$ cat src/rtl/pin_irq_pkg.sv
package pin_irq_pkg;
  // pin indices (decoded by the pin driver, so they are fixed)
  localparam int PIN_COUNT   = 7;
  localparam int PIN_IDX_W   = 3;
  localparam int PIN_HRESET  = 0;
  localparam int PIN_SRESET  = 1;
  localparam int PIN_CKSTP   = 2;
  localparam int PIN_TBEN    = 3;
  localparam int PIN_MCHK    = 4;
  localparam int PIN_EXT     = 5;
  localparam int PIN_THERM   = 6;

  // pending vector layout
  localparam int PEND_W      = 12;
  localparam int PB_RESET    = 0;
  localparam int PB_MCHK     = 1;
  localparam int PB_EXT      = 2;
  localparam int PB_THERM    = 6;
  localparam int TIMER_BASE  = 7;
  localparam int TIMER_COUNT = 5;
endpackage

$ cat src/rtl/pin_change_filter.sv
// Stores the last accepted level of each pin and flags real level changes.
module pin_change_filter #(
  parameter int NUM_PINS = 7,
  parameter int IDX_W    = 3
) (
  input  logic                clk,
  input  logic                rst_n,
  input  logic                upd_valid,
  input  logic [IDX_W-1:0]    upd_pin,
  input  logic                upd_level,
  input  logic [NUM_PINS-1:0] lvl_we,
  output logic [NUM_PINS-1:0] evt_sel,
  output logic                evt_level
);
  logic [NUM_PINS-1:0] lvl_q;
  logic [NUM_PINS-1:0] lvl_d;
  logic [NUM_PINS-1:0] pin_sel;

  for (genvar i = 0; i < NUM_PINS; i++) begin : g_pin
    assign pin_sel[i] = upd_valid && (upd_pin == IDX_W'(i));
    assign evt_sel[i] = pin_sel[i] && (lvl_q[i] != upd_level);
  end

  assign evt_level = upd_level;

  always_comb begin
    for (int i = 0; i < NUM_PINS; i++) begin
      lvl_d[i] = lvl_we[i] ? upd_level : lvl_q[i];
    end
  end

  always_ff @(posedge clk or negedge rst_n) begin
    if (!rst_n) lvl_q <= '0;
    else        lvl_q <= lvl_d;
  end
endmodule

$ cat src/rtl/pin_rule_decode.sv
// Turns a filtered pin change into per-pin actions.
module pin_rule_decode
  import pin_irq_pkg::*;
#(
  parameter int NUM_PINS   = PIN_COUNT,
  parameter int PW         = PEND_W,
  parameter logic [NUM_PINS-1:0] TRACK_MASK = '1
) (
  input  logic [NUM_PINS-1:0] evt_sel,
  input  logic                evt_level,
  output logic [PW-1:0]       pend_set,
  output logic [PW-1:0]       pend_clr,
  output logic                halt_we,
  output logic                halt_val,
  output logic                rst_pulse,
  output logic [NUM_PINS-1:0] lvl_we
);
  // every known pin stores its level on a change, including time-base enable
  assign lvl_we = evt_sel & TRACK_MASK;

  always_comb begin
    pend_set = '0;
    pend_clr = '0;
    // soft reset: level follower
    pend_set[PB_RESET] = evt_sel[PIN_SRESET] &  evt_level;
    pend_clr[PB_RESET] = evt_sel[PIN_SRESET] & ~evt_level;
    // machine check: falling edge only, never cleared by the pin
    pend_set[PB_MCHK]  = evt_sel[PIN_MCHK]   & ~evt_level;
    // external and thermal: level followers, active high
    pend_set[PB_EXT]   = evt_sel[PIN_EXT]    &  evt_level;
    pend_clr[PB_EXT]   = evt_sel[PIN_EXT]    & ~evt_level;
    pend_set[PB_THERM] = evt_sel[PIN_THERM]  &  evt_level;
    pend_clr[PB_THERM] = evt_sel[PIN_THERM]  & ~evt_level;
  end

  assign halt_we   = evt_sel[PIN_CKSTP];
  assign halt_val  = evt_level;
  assign rst_pulse = evt_sel[PIN_HRESET] & evt_level;
endmodule

$ cat src/rtl/pending_reg.sv
// Pending bits with set, clear and acknowledge; acknowledge wins.
module pending_reg #(
  parameter int PW = 12
) (
  input  logic          clk,
  input  logic          rst_n,
  input  logic [PW-1:0] set,
  input  logic [PW-1:0] clr,
  input  logic [PW-1:0] ack,
  output logic [PW-1:0] q
);
  logic [PW-1:0] d;

  for (genvar i = 0; i < PW; i++) begin : g_bit
    always_comb begin
      if (ack[i])      d[i] = 1'b0;
      else if (clr[i]) d[i] = 1'b0;
      else if (set[i]) d[i] = 1'b1;
      else             d[i] = q[i];
    end
  end

  always_ff @(posedge clk or negedge rst_n) begin
    if (!rst_n) q <= '0;
    else        q <= d;
  end
endmodule

$ cat src/rtl/pin_irq_cond.sv
module pin_irq_cond
  import pin_irq_pkg::*;
#(
  parameter int NUM_PINS   = PIN_COUNT,
  parameter int IDX_W      = PIN_IDX_W,
  parameter int PW         = PEND_W,
  parameter int NUM_TIMERS = TIMER_COUNT
) (
  input  logic                  clk,
  input  logic                  rst_n,
  input  logic                  upd_valid,
  input  logic [IDX_W-1:0]      upd_pin,
  input  logic                  upd_level,
  input  logic [NUM_TIMERS-1:0] timer_req,
  input  logic [PW-1:0]         ack,
  output logic [PW-1:0]         pending,
  output logic                  halted,
  output logic                  reset_req
);
  logic [NUM_PINS-1:0] evt_sel;
  logic [NUM_PINS-1:0] lvl_we;
  logic                evt_level;
  logic [PW-1:0]       pin_set;
  logic [PW-1:0]       pin_clr;
  logic [PW-1:0]       all_set;
  logic                halt_we;
  logic                halt_val;
  logic                rst_pulse;
  logic                halted_q;
  logic                halted_d;
  logic                rreq_q;
  logic                rreq_d;

  pin_change_filter #(.NUM_PINS(NUM_PINS), .IDX_W(IDX_W)) u_filter (
    .clk       (clk),
    .rst_n     (rst_n),
    .upd_valid (upd_valid),
    .upd_pin   (upd_pin),
    .upd_level (upd_level),
    .lvl_we    (lvl_we),
    .evt_sel   (evt_sel),
    .evt_level (evt_level)
  );

  pin_rule_decode #(.NUM_PINS(NUM_PINS), .PW(PW)) u_decode (
    .evt_sel   (evt_sel),
    .evt_level (evt_level),
    .pend_set  (pin_set),
    .pend_clr  (pin_clr),
    .halt_we   (halt_we),
    .halt_val  (halt_val),
    .rst_pulse (rst_pulse),
    .lvl_we    (lvl_we)
  );

  assign all_set = pin_set | (PW'(timer_req) << TIMER_BASE);

  pending_reg #(.PW(PW)) u_pend (
    .clk   (clk),
    .rst_n (rst_n),
    .set   (all_set),
    .clr   (pin_clr),
    .ack   (ack),
    .q     (pending)
  );

  always_comb begin
    halted_d = halt_we ? halt_val : halted_q;
    rreq_d   = rst_pulse;
  end

  always_ff @(posedge clk or negedge rst_n) begin
    if (!rst_n) begin
      halted_q <= 1'b0;
      rreq_q   <= 1'b0;
    end else begin
      halted_q <= halted_d;
      rreq_q   <= rreq_d;
    end
  end

  assign halted    = halted_q;
  assign reset_req = rreq_q;
endmodule

$ cat config.mk
export PLATFORM = sky130hd
export DESIGN_NAME = pin_irq_cond
export DESIGN_NICKNAME = d
export VERILOG_FILES = /design/src/rtl/pin_irq_pkg.sv /design/src/rtl/pin_change_filter.sv /design/src/rtl/pin_rule_decode.sv /design/src/rtl/pending_reg.sv /design/src/rtl/pin_irq_cond.sv
export SDC_FILE = /design/constraint.sdc
export NUM_CORES = 1
export LEC_CHECK = 0
export CAP_MARGIN = 5
export CELL_PAD_IN_SITES_DETAIL_PLACEMENT = 0
export CELL_PAD_IN_SITES_GLOBAL_PLACEMENT = 1
export CORE_UTILIZATION = 40
export DETAILED_ROUTE_END_ITERATION = 8
export DONT_BUFFER_PORTS = 1
export GPL_ROUTABILITY_DRIVEN = 1
export GPL_TIMING_DRIVEN = 0
export HOLD_SLACK_MARGIN = 0.06
export MAX_ROUTING_LAYER = met4
export PLACE_DENSITY_LB_ADDON = 0.1
export SLEW_MARGIN = 20
export SYNTH_ARGS = -nofsm -noshare
export SYNTH_HDL_FRONTEND = slang
export SYNTH_HIERARCHICAL = 1
export SYNTH_SLANG_ARGS = --single-unit
$ cat constraint.sdc
create_clock -name clk -period 1.6 [get_ports clk]
set_clock_uncertainty 0.05 [all_clocks]
set_input_delay 0.08 -clock clk [delete_from_list [all_inputs] [get_ports clk]]
set_output_delay 0.08 -clock clk [all_outputs]
set_load 0.1 [all_outputs]
==> run_results.csv, run 1 <==
group,metric,value,unit
worst_setup_path,critPathBufInv,1,
clocking,cts_buffer_depth,2,
timing,timing.fmax,704,MHz
detailed_routing,routed-via-count,759,
power,powerDensity,942,nW/µm²
worst_setup_path,path_class,"reg2reg",
synth,syn_area,1170,µm²
clocking,clkTransAtPathRegs,0.11,ns
clocking,cts-root-buf,"clkbuf_4",
floorplan,die_y,56.0,µm
grt,grt_antenna_before_repair,0,
run,cap_viol_max_count,0,
floorplan,dieWidth,56.0,µm
clocking,cts_tree,"done",
synth,syn_avg_cell_area,10.7,µm²
clocking,cts_setup_buffers,0,
clocking,htree_levels,1,
timing,setup_tns,0,ns
grt,grt_start_max_net_pins,21,
detailed_routing,post_drt_via_cell_ratio,4.22,
timing,setup_viol,0,
worst_setup_path,required,1.74,ns
clocking,cts.sinks,20,
timing,hold_viol_final,0,
detailed_routing,wirelength,1840,µm
floorplan,rows,19,
detailed_routing,ant_nets,0,
timing,worst_pin_slew,0.945,ns
floorplan,coreArea,2760,µm²
clocking,cts_buffers,3,
finish,final_nets,175,
worst_setup_path,cpLargestDelayFamily,"flip-flops",
worst_setup_path,critPathCaptureType,"register",
timing,period_needed,1.42,ns
timing,max_slew_margin,36.8,%
power,ir_worst_vdd,0.988,mV
worst_setup_path,critPathMaxFanout,2,
detailed_routing,drcViolationCount,0,
floorplan,io_pins,38,
finish,antenna_cells,0,
synth,syn-instance-count,109,
worst_setup_path,cpPeakStageDelay,0.40,ns
worst_hold_path,worst_hold_path_type,"in2reg",
placement,dp_hpwl,1230,µm
grt,grt_pass1_wl,3290,µm
grt,gr-usage-all-layers,14.0,%
clocking,insertion_delay,0.29,ns
finish,area_growth_syn_to_layout,28.4,%
floorplan,dieArea,3140,µm²
placement,gp_congestion,0.725,
finish,final_cell_mix,"buf_4, dlygate4sd3_1, dfrtp_1, conb_1",
clocking,ctsResizeCount,0,
worst_setup_path,critical_path.slowest_cell,"dfrtp_1",
clocking,ctsHoldBuffers,21,
power,leakagePower,0.706,nW
detailed_routing,wire_per_inst,10.2,µm
timing,slew_viol_final,0,
timing,min_period_over_period,88.8,%
status,outcome,"finished clean",
grt,grt_pass1_vias,782,
detailed_routing,drt_iter0_markers,13,
finish,drive_gt1_share,36.9,%
worst_setup_path,critPathLaunchType,"register",
grt,overflow,0,
finish,final_util,54.4,%
worst_setup_path,worstPathCellList,"xnor2_1, nor4_1, buf_4, mux2_2",
worst_setup_path,arrival,1.56,ns
placement,portBuffers,0,
detailed_routing,drt-pass1-iter-count,4,
timing,rsz0062_at_grt,"false",
synth,ys_warn_count,6,
floorplan,start_util,42.3,%
finish,layout_commonest_cell,"buf_4",
report_power, final:
group | internal (mW) | switching (mW) | leakage [nW]
sequential | 0.599 | 0.253 | 0.261
combinational | 0.224 | 0.101 | 0.432
clock | 0.0875 | 0.148 | 0.0138
total | 0.910 | 0.503 | 0.706
layer usage:
metal | track usage, % | part of all wire (%)
met2 | 22.4 | 46
met3 | 2.33 | 5.4
met5 | - | 0
met1 | 17.3 | 47
met4 | 6.27 | 0.87
per-stage QoR:
step / setup slack (ns) / cell area (µm²) / hold WS, ns / total power, mW / std cells
floorplan: 0.287 / 1230 / -0.266 / 1.10 / 125
global placement: 0.175 / 1270 / -0.265 / 1.13 / 156
detailed placement: 0.181 / 1270 / -0.265 / 1.14 / 156
CTS: 0.165 / 1500 / 0.0989 / 1.43 / 180
global route: 0.0890 / 1500 / 0.112 / 1.49 / 180
finish: 0.179 / 1500 / 0.107 / 1.41 / 180
worst min-delay path: stages:
cell,delay (ns)
nor4_1,0.04
nor2b_1,0.12
nor2_1,0.13
nor3_2,0.05
registers in the layout, indices dropped and copies added (netlist names):
register,cells
halted,1
reset_req,1
u_filter/lvl_q,6
u_pend/q,12
path summary, 6_finish.rpt:
| path | from | to | slack [ns] | depth (start not counted) |
|---|---|---|---|---|
| max | u_filter/lvl_q[0] | u_filter/lvl_q[0] | 0.18 | 4 |
| max in group asynchronous | rst_n | u_pend/q[9] | 0.61 | 1 |
| min reg2reg | u_filter/lvl_q[1] | u_filter/lvl_q[1] | 0.49 | 1 |
| min in group asynchronous | rst_n | u_filter/lvl_q[2] | 0.32 | 1 |
| min | upd_pin[1] | u_pend/q[1] | 0.11 | 4 |
| max reg2reg | u_filter/lvl_q[0] | u_filter/lvl_q[0] | 0.18 | 4 |
final cells by class:
class	instances	area [µm²]
clock buffers	3	22.5
plain buffers	28	226
flip-flops and latches	20	500
well taps	31	38.8
repair buffers	21	210
multi-input cells	77	500
fillers	278	1260
(Power assumes the default switching activity.)
==> run 2, diff against run 1 <==
Settings changed: PLACE_DENSITY set to 0.78, PLACE_DENSITY_LB_ADDON 0.1 to unset.
==> run 2 against run 1 <==
Against the previous run: hold slack lost 0.023 ns; flip-flop and latch count is the same; non-clock buffer count is the same; sequential share of layout area shrank 0.30 points; critical path depth is the same; global-route usage grew 0.55 points; final cell count grew 0.56%; routed wire length grew 10%; critical path type unchanged; maximum frequency shrank 0.21%; first-iteration DRC count shrank 15%; largest power group unchanged.
==> run_results.csv, run 2 (synthesized netlist as in run 1, its figures left out) <==
group,metric,value,unit
finish,final_util,54.9,%
timing,timing.fmax,702,MHz
floorplan,start_util,42.3,%
clocking,cts-root-buf,"clkbuf_4",
detailed_routing,drt-pass1-iter-count,3,
timing,worst_pin_slew,0.912,ns
worst_setup_path,critPathBufInv,1,
placement,portBuffers,0,
timing,max_slew_margin,39.0,%
finish,largest_reg_flops,12,
clocking,clkTransAtPathRegs,0.12,ns
floorplan,dieWidth,56.0,µm
clocking,ctsResizeCount,0,
power,ir_worst_vdd,0.893,mV
grt,gr-usage-all-layers,14.5,%
run,cap_viol_max_count,0,
power,leakagePower,0.713,nW
timing,slew_viol_final,0,
floorplan,io_pins,38,
finish,layout_commonest_cell,"buf_4",
finish,regMostFlops,"u_pend/q",
clocking,insertion_delay,0.29,ns
detailed_routing,post_drt_via_cell_ratio,4.33,
worst_setup_path,required,1.74,ns
grt,grt_start_max_net_pins,21,
finish,final_cell_mix,"buf_4, dlygate4sd3_1, dfrtp_1, conb_1",
floorplan,dieArea,3140,µm²
detailed_routing,wire_per_inst,11.2,µm
grt,grt_antenna_before_repair,0,
timing,setup_tns,0,ns
power,powerDensity,981,nW/µm²
clocking,cts_buffer_depth,2,
timing,min_period_over_period,89.0,%
power,fin_total_pwr,1.48,mW
clocking,cts_tree,"done",
floorplan,rows,19,
finish,area_growth_syn_to_layout,29.6,%
detailed_routing,routed-via-count,784,
clocking,cts_setup_buffers,0,
floorplan,coreArea,2760,µm²
timing,hold_viol_final,0,
placement,dp_hpwl,1350,µm
worst_setup_path,critical_path.slowest_cell,"dfrtp_1",
finish,drive_gt1_share,37.3,%
detailed_routing,drt_iter0_markers,11,
worst_setup_path,cpLargestDelayFamily,"flip-flops",
finish,reg.largest.list,"u_pend/q: 12 flops, u_filter/lvl_q: 6 flops",
worst_setup_path,r2r_slack,0.18,ns
worst_setup_path,worstPathCellList,"xnor2_1, nor4_1, buf_4, mux2_2",
clocking,htree_levels,1,
detailed_routing,wirelength,2020,µm
timing,fin_ws,0.176,ns
worst_setup_path,path_class,"reg2reg",
detailed_routing,drcViolationCount,0,
timing,setup_viol,0,
detailed_routing,ant_nets,0,
placement,place_ws,0.207,ns
status,outcome,"finished clean",
finish,final_nets,175,
worst_setup_path,arrival,1.57,ns
clocking,cts.sinks,20,
grt,grt_pass1_wl,3390,µm
worst_hold_path,worst_hold_path_type,"in2reg",
worst_setup_path,cpPeakStageDelay,0.40,ns
clocking,cts_buffers,3,
worst_setup_path,critPathLaunchType,"register",
grt,grt_pass1_vias,843,
floorplan,die_y,56.0,µm
worst_setup_path,critPathMaxFanout,2,
timing,period_needed,1.42,ns
timing,rsz0062_at_grt,"false",
finish,antenna_cells,0,
worst_setup_path,critPathCaptureType,"register",
timing,hold-worst-slack,0.0844,ns
grt,overflow,0,
placement,gp_congestion,0.725,
==> run 2: cell count changes in the layout (fill, tap and decap cells not counted), sizes merged <==
cell	previous run	this run
clkbuf	3	4
==> run 2: metal layers <==
layer  up-vias  part of all wire (%)  GRT usage (%)  wire [µm]
met3         2                   5.3           5.35        108
li1        390                     -              -          -
met2        26                    56           27.6       1130
met5         -                     0              -          0
met1       366                    38           13.9        764
met4         0                  0.79           3.14         16
==> run 2: area by class of cell <==
cell class	count	area (µm²)
Multi-Input combinational cell	77	500
Fill cell	248	1240
Buffer	28	226
Sequential cell	20	500
Timing Repair Buffer	21	210
Clock buffer	4	36.3
Tap cell	31	38.8
==> run 2: worst reg2reg max path, cell delays in order (launching register included) <==
cell	delay (ns)
dfrtp_1	0.40
xnor2_1	0.13
nor4_1	0.26
buf_4	0.17
mux2_2	0.32
==> run 2: per-stage QoR <==
step	instance area, µm²	cells
6_report	1510	181
5_1_grt	1510	181
4_1_cts	1510	181
3_5_place_dp	1270	156
3_3_place_gp	1270	156
2_1_floorplan	1230	125
==> run 2: timing repair <==
item / 4_1_cts / 5_1_grt
hold buffers: 21 / 0
endpoints found under the setup margin: 0 / 0
endpoints found under the hold margin: 33 / 0
==> run 2: where the power goes <==
group / internal (mW) / switching [mW] / leakage (nW)
logic: 0.224 / 0.109 / 0.432
clock network: 0.139 / 0.159 / 0.0210
registers: 0.599 / 0.255 / 0.261
==> run 2: worst paths after layout <==
kind / from / end / cells after the start
worst min register to register: u_filter/lvl_q[0] / u_filter/lvl_q[0] / 1
max in group asynchronous: rst_n / u_filter/lvl_q[1] / 1
worst min-delay path: upd_pin[1] / u_pend/q[1] / 4
min in group asynchronous: rst_n / u_pend/q[9] / 1
worst max-delay path: u_filter/lvl_q[0] / u_filter/lvl_q[0] / 4
worst max register to register: u_filter/lvl_q[0] / u_filter/lvl_q[0] / 4
==> run 3, diff against run 2 <==
--- a/config.mk
+++ b/config.mk
@@ -14,3 +14,2 @@
 export GPL_ROUTABILITY_DRIVEN = 1
-export GPL_TIMING_DRIVEN = 0
 export HOLD_SLACK_MARGIN = 0.06
==> constraint.sdc (replaced) <==
create_clock -name clk -period 1.6 [get_ports clk]
set_clock_uncertainty 0.05 [all_clocks]
set_input_delay 0.16 -clock clk [delete_from_list [all_inputs] [get_ports clk]]
set_output_delay 0.16 -clock clk [all_outputs]
set_load 0.1 [all_outputs]
==> run 3 against run 2 <==
Against the previous run: sequential share of layout area is 2.9 points higher; sequential power shrank 22%; maximum frequency is 5.4% higher; routed wire length fell by 9.0%; critical endpoint is now u_filter/lvl_q[2]; largest cell class unchanged; largest power group unchanged; highest routed layer unchanged.
==> run_results.csv, run 3 (synthesized netlist as in run 1, its figures left out) <==
group,metric,value,unit
timing,fin_ws,0.249,ns
worst_setup_path,regToRegStartpoint,"u_filter/lvl_q[2]",
clocking,clkTransAtPathRegs,0.12,ns
floorplan,dieArea,3140,µm²
floorplan,dieWidth,56.0,µm
worst_setup_path,critPathMaxFanout,2,
worst_hold_path,worst_hold_path_type,"in2reg",
clocking,cts_setup_buffers,0,
timing,min_period_over_period,84.5,%
timing,setup_tns,0,ns
grt,grt_antenna_before_repair,0,
finish,final_cell_mix,"dlygate4sd3_1, dfrtp_1, conb_1, buf_4",
detailed_routing,drt-pass1-iter-count,4,
timing,setup_viol,0,
detailed_routing,post_drt_via_cell_ratio,4.50,
worst_setup_path,path_class,"reg2reg",
finish,nFillCells,256,
detailed_routing,ant_nets,0,
status,outcome,"finished clean",
clocking,cts_buffers,3,
finish,reg.largest.list,"u_pend/q: 12 flops, u_filter/lvl_q: 6 flops",
power,ir_worst_vdd,0.972,mV
finish,antenna_cells,0,
clocking,insertion_delay,0.30,ns
worst_setup_path,r2r-end,"u_filter/lvl_q[2]",
clocking,cts_buffer_depth,2,
run,cap_viol_max_count,0,
placement,portBuffers,0,
detailed_routing,routed-via-count,752,
grt,grt_pass1_wl,3350,µm
placement,dp_hpwl,1210,µm
placement,gp_congestion,0.714,
worst_hold_path,min_path_cells,3,
finish,layout_commonest_cell,"dlygate4sd3_1",
finish,final_nets,161,
floorplan,die_y,56.0,µm
detailed_routing,wirelength,1840,µm
timing,slew_viol_final,0,
finish,fin_area,1390,µm²
worst_setup_path,r2r.worst_path.cells,3,
clocking,ctsHoldBuffers,21,
worst_setup_path,arrival,1.50,ns
power,fin_total_pwr,1.46,mW
detailed_routing,drt_iter0_markers,15,
timing,hold_viol_final,0,
floorplan,io_pins,38,
placement,place_ws,0.246,ns
detailed_routing,drcViolationCount,0,
finish,regMostFlops,"u_pend/q",
worst_setup_path,critPathLaunchType,"register",
finish,drive_gt1_share,30.9,%
worst_hold_path,hold_end,"u_pend/q[0]",
finish,area_growth_syn_to_layout,19.2,%
timing,hold-worst-slack,0.0854,ns
power,leakagePower,0.640,nW
clocking,htree_levels,1,
worst_setup_path,required,1.75,ns
floorplan,start_util,42.3,%
placement,dp.cells,142,
worst_setup_path,r2r_slack,0.25,ns
clocking,cts_tree,"done",
timing,timing.fmax,740,MHz
clocking,ctsResizeCount,0,
timing,max_slew_margin,37.9,%
placement,placed_cell_area,1140,µm²
clocking,cts.sinks,20,
finish,final_util,50.5,%
grt,grt_pass1_vias,838,
worst_hold_path,min_from,"upd_level",
floorplan,coreArea,2760,µm²
grt,gr-usage-all-layers,13.9,%
finish,largest_reg_flops,12,
grt,overflow,0,
timing,period_needed,1.35,ns
detailed_routing,wire_per_inst,11.0,µm
clocking,cts-root-buf,"clkbuf_4",
floorplan,rows,19,
timing,worst_pin_slew,0.928,ns
power,powerDensity,1050,nW/µm²
timing,rsz0062_at_grt,"false",
worst_setup_path,critPathCaptureType,"register",
finish,instances_no_fill,167,
grt,grt_start_max_net_pins,21,
[run 3: critical path, cell delays in order, from the launching register on]
cell and delay (ns):
dfrtp_1 0.41, xnor2_1 0.12, nor3_1 0.29, mux2_2 0.38
[run 3: report_power, final]
group          switching, mW  leakage, nW  internal, mW
sequential            0.0596        0.261         0.603
combinational          0.291        0.358         0.211
clock                  0.157       0.0210         0.139
[run 3: cell type report]
type	instances	area [µm²]	share of cell area (%)
multi-input combinational	77	500	36.0
clock buffer	4	36.3	2.61
timing repair buffer	35	315	22.7
tap	31	38.8	2.79
sequential	20	500	36.0
[run 3: how the worst max path moves through the flow]
stage / start / to / slack, ns / cells after the start
detailed placement: u_filter/lvl_q[2] / u_filter/lvl_q[2] / 0.25 / 3
floorplan: upd_level / u_filter/lvl_q[5] / 0.29 / 6
global placement: u_filter/lvl_q[4] / u_filter/lvl_q[4] / 0.29 / 3
global route: u_filter/lvl_q[0] / u_filter/lvl_q[0] / 0.16 / 3
CTS: u_filter/lvl_q[2] / u_filter/lvl_q[2] / 0.24 / 3
finish: u_filter/lvl_q[2] / u_filter/lvl_q[2] / 0.25 / 3
[run 3: per-layer routing]
metal | track usage (%) | part of all wire (%)
met1 | 15.1 | 41
met2 | 25.0 | 53
met3 | 4.88 | 5.4
met4 | 2.09 | 1.0
met5 | - | 0
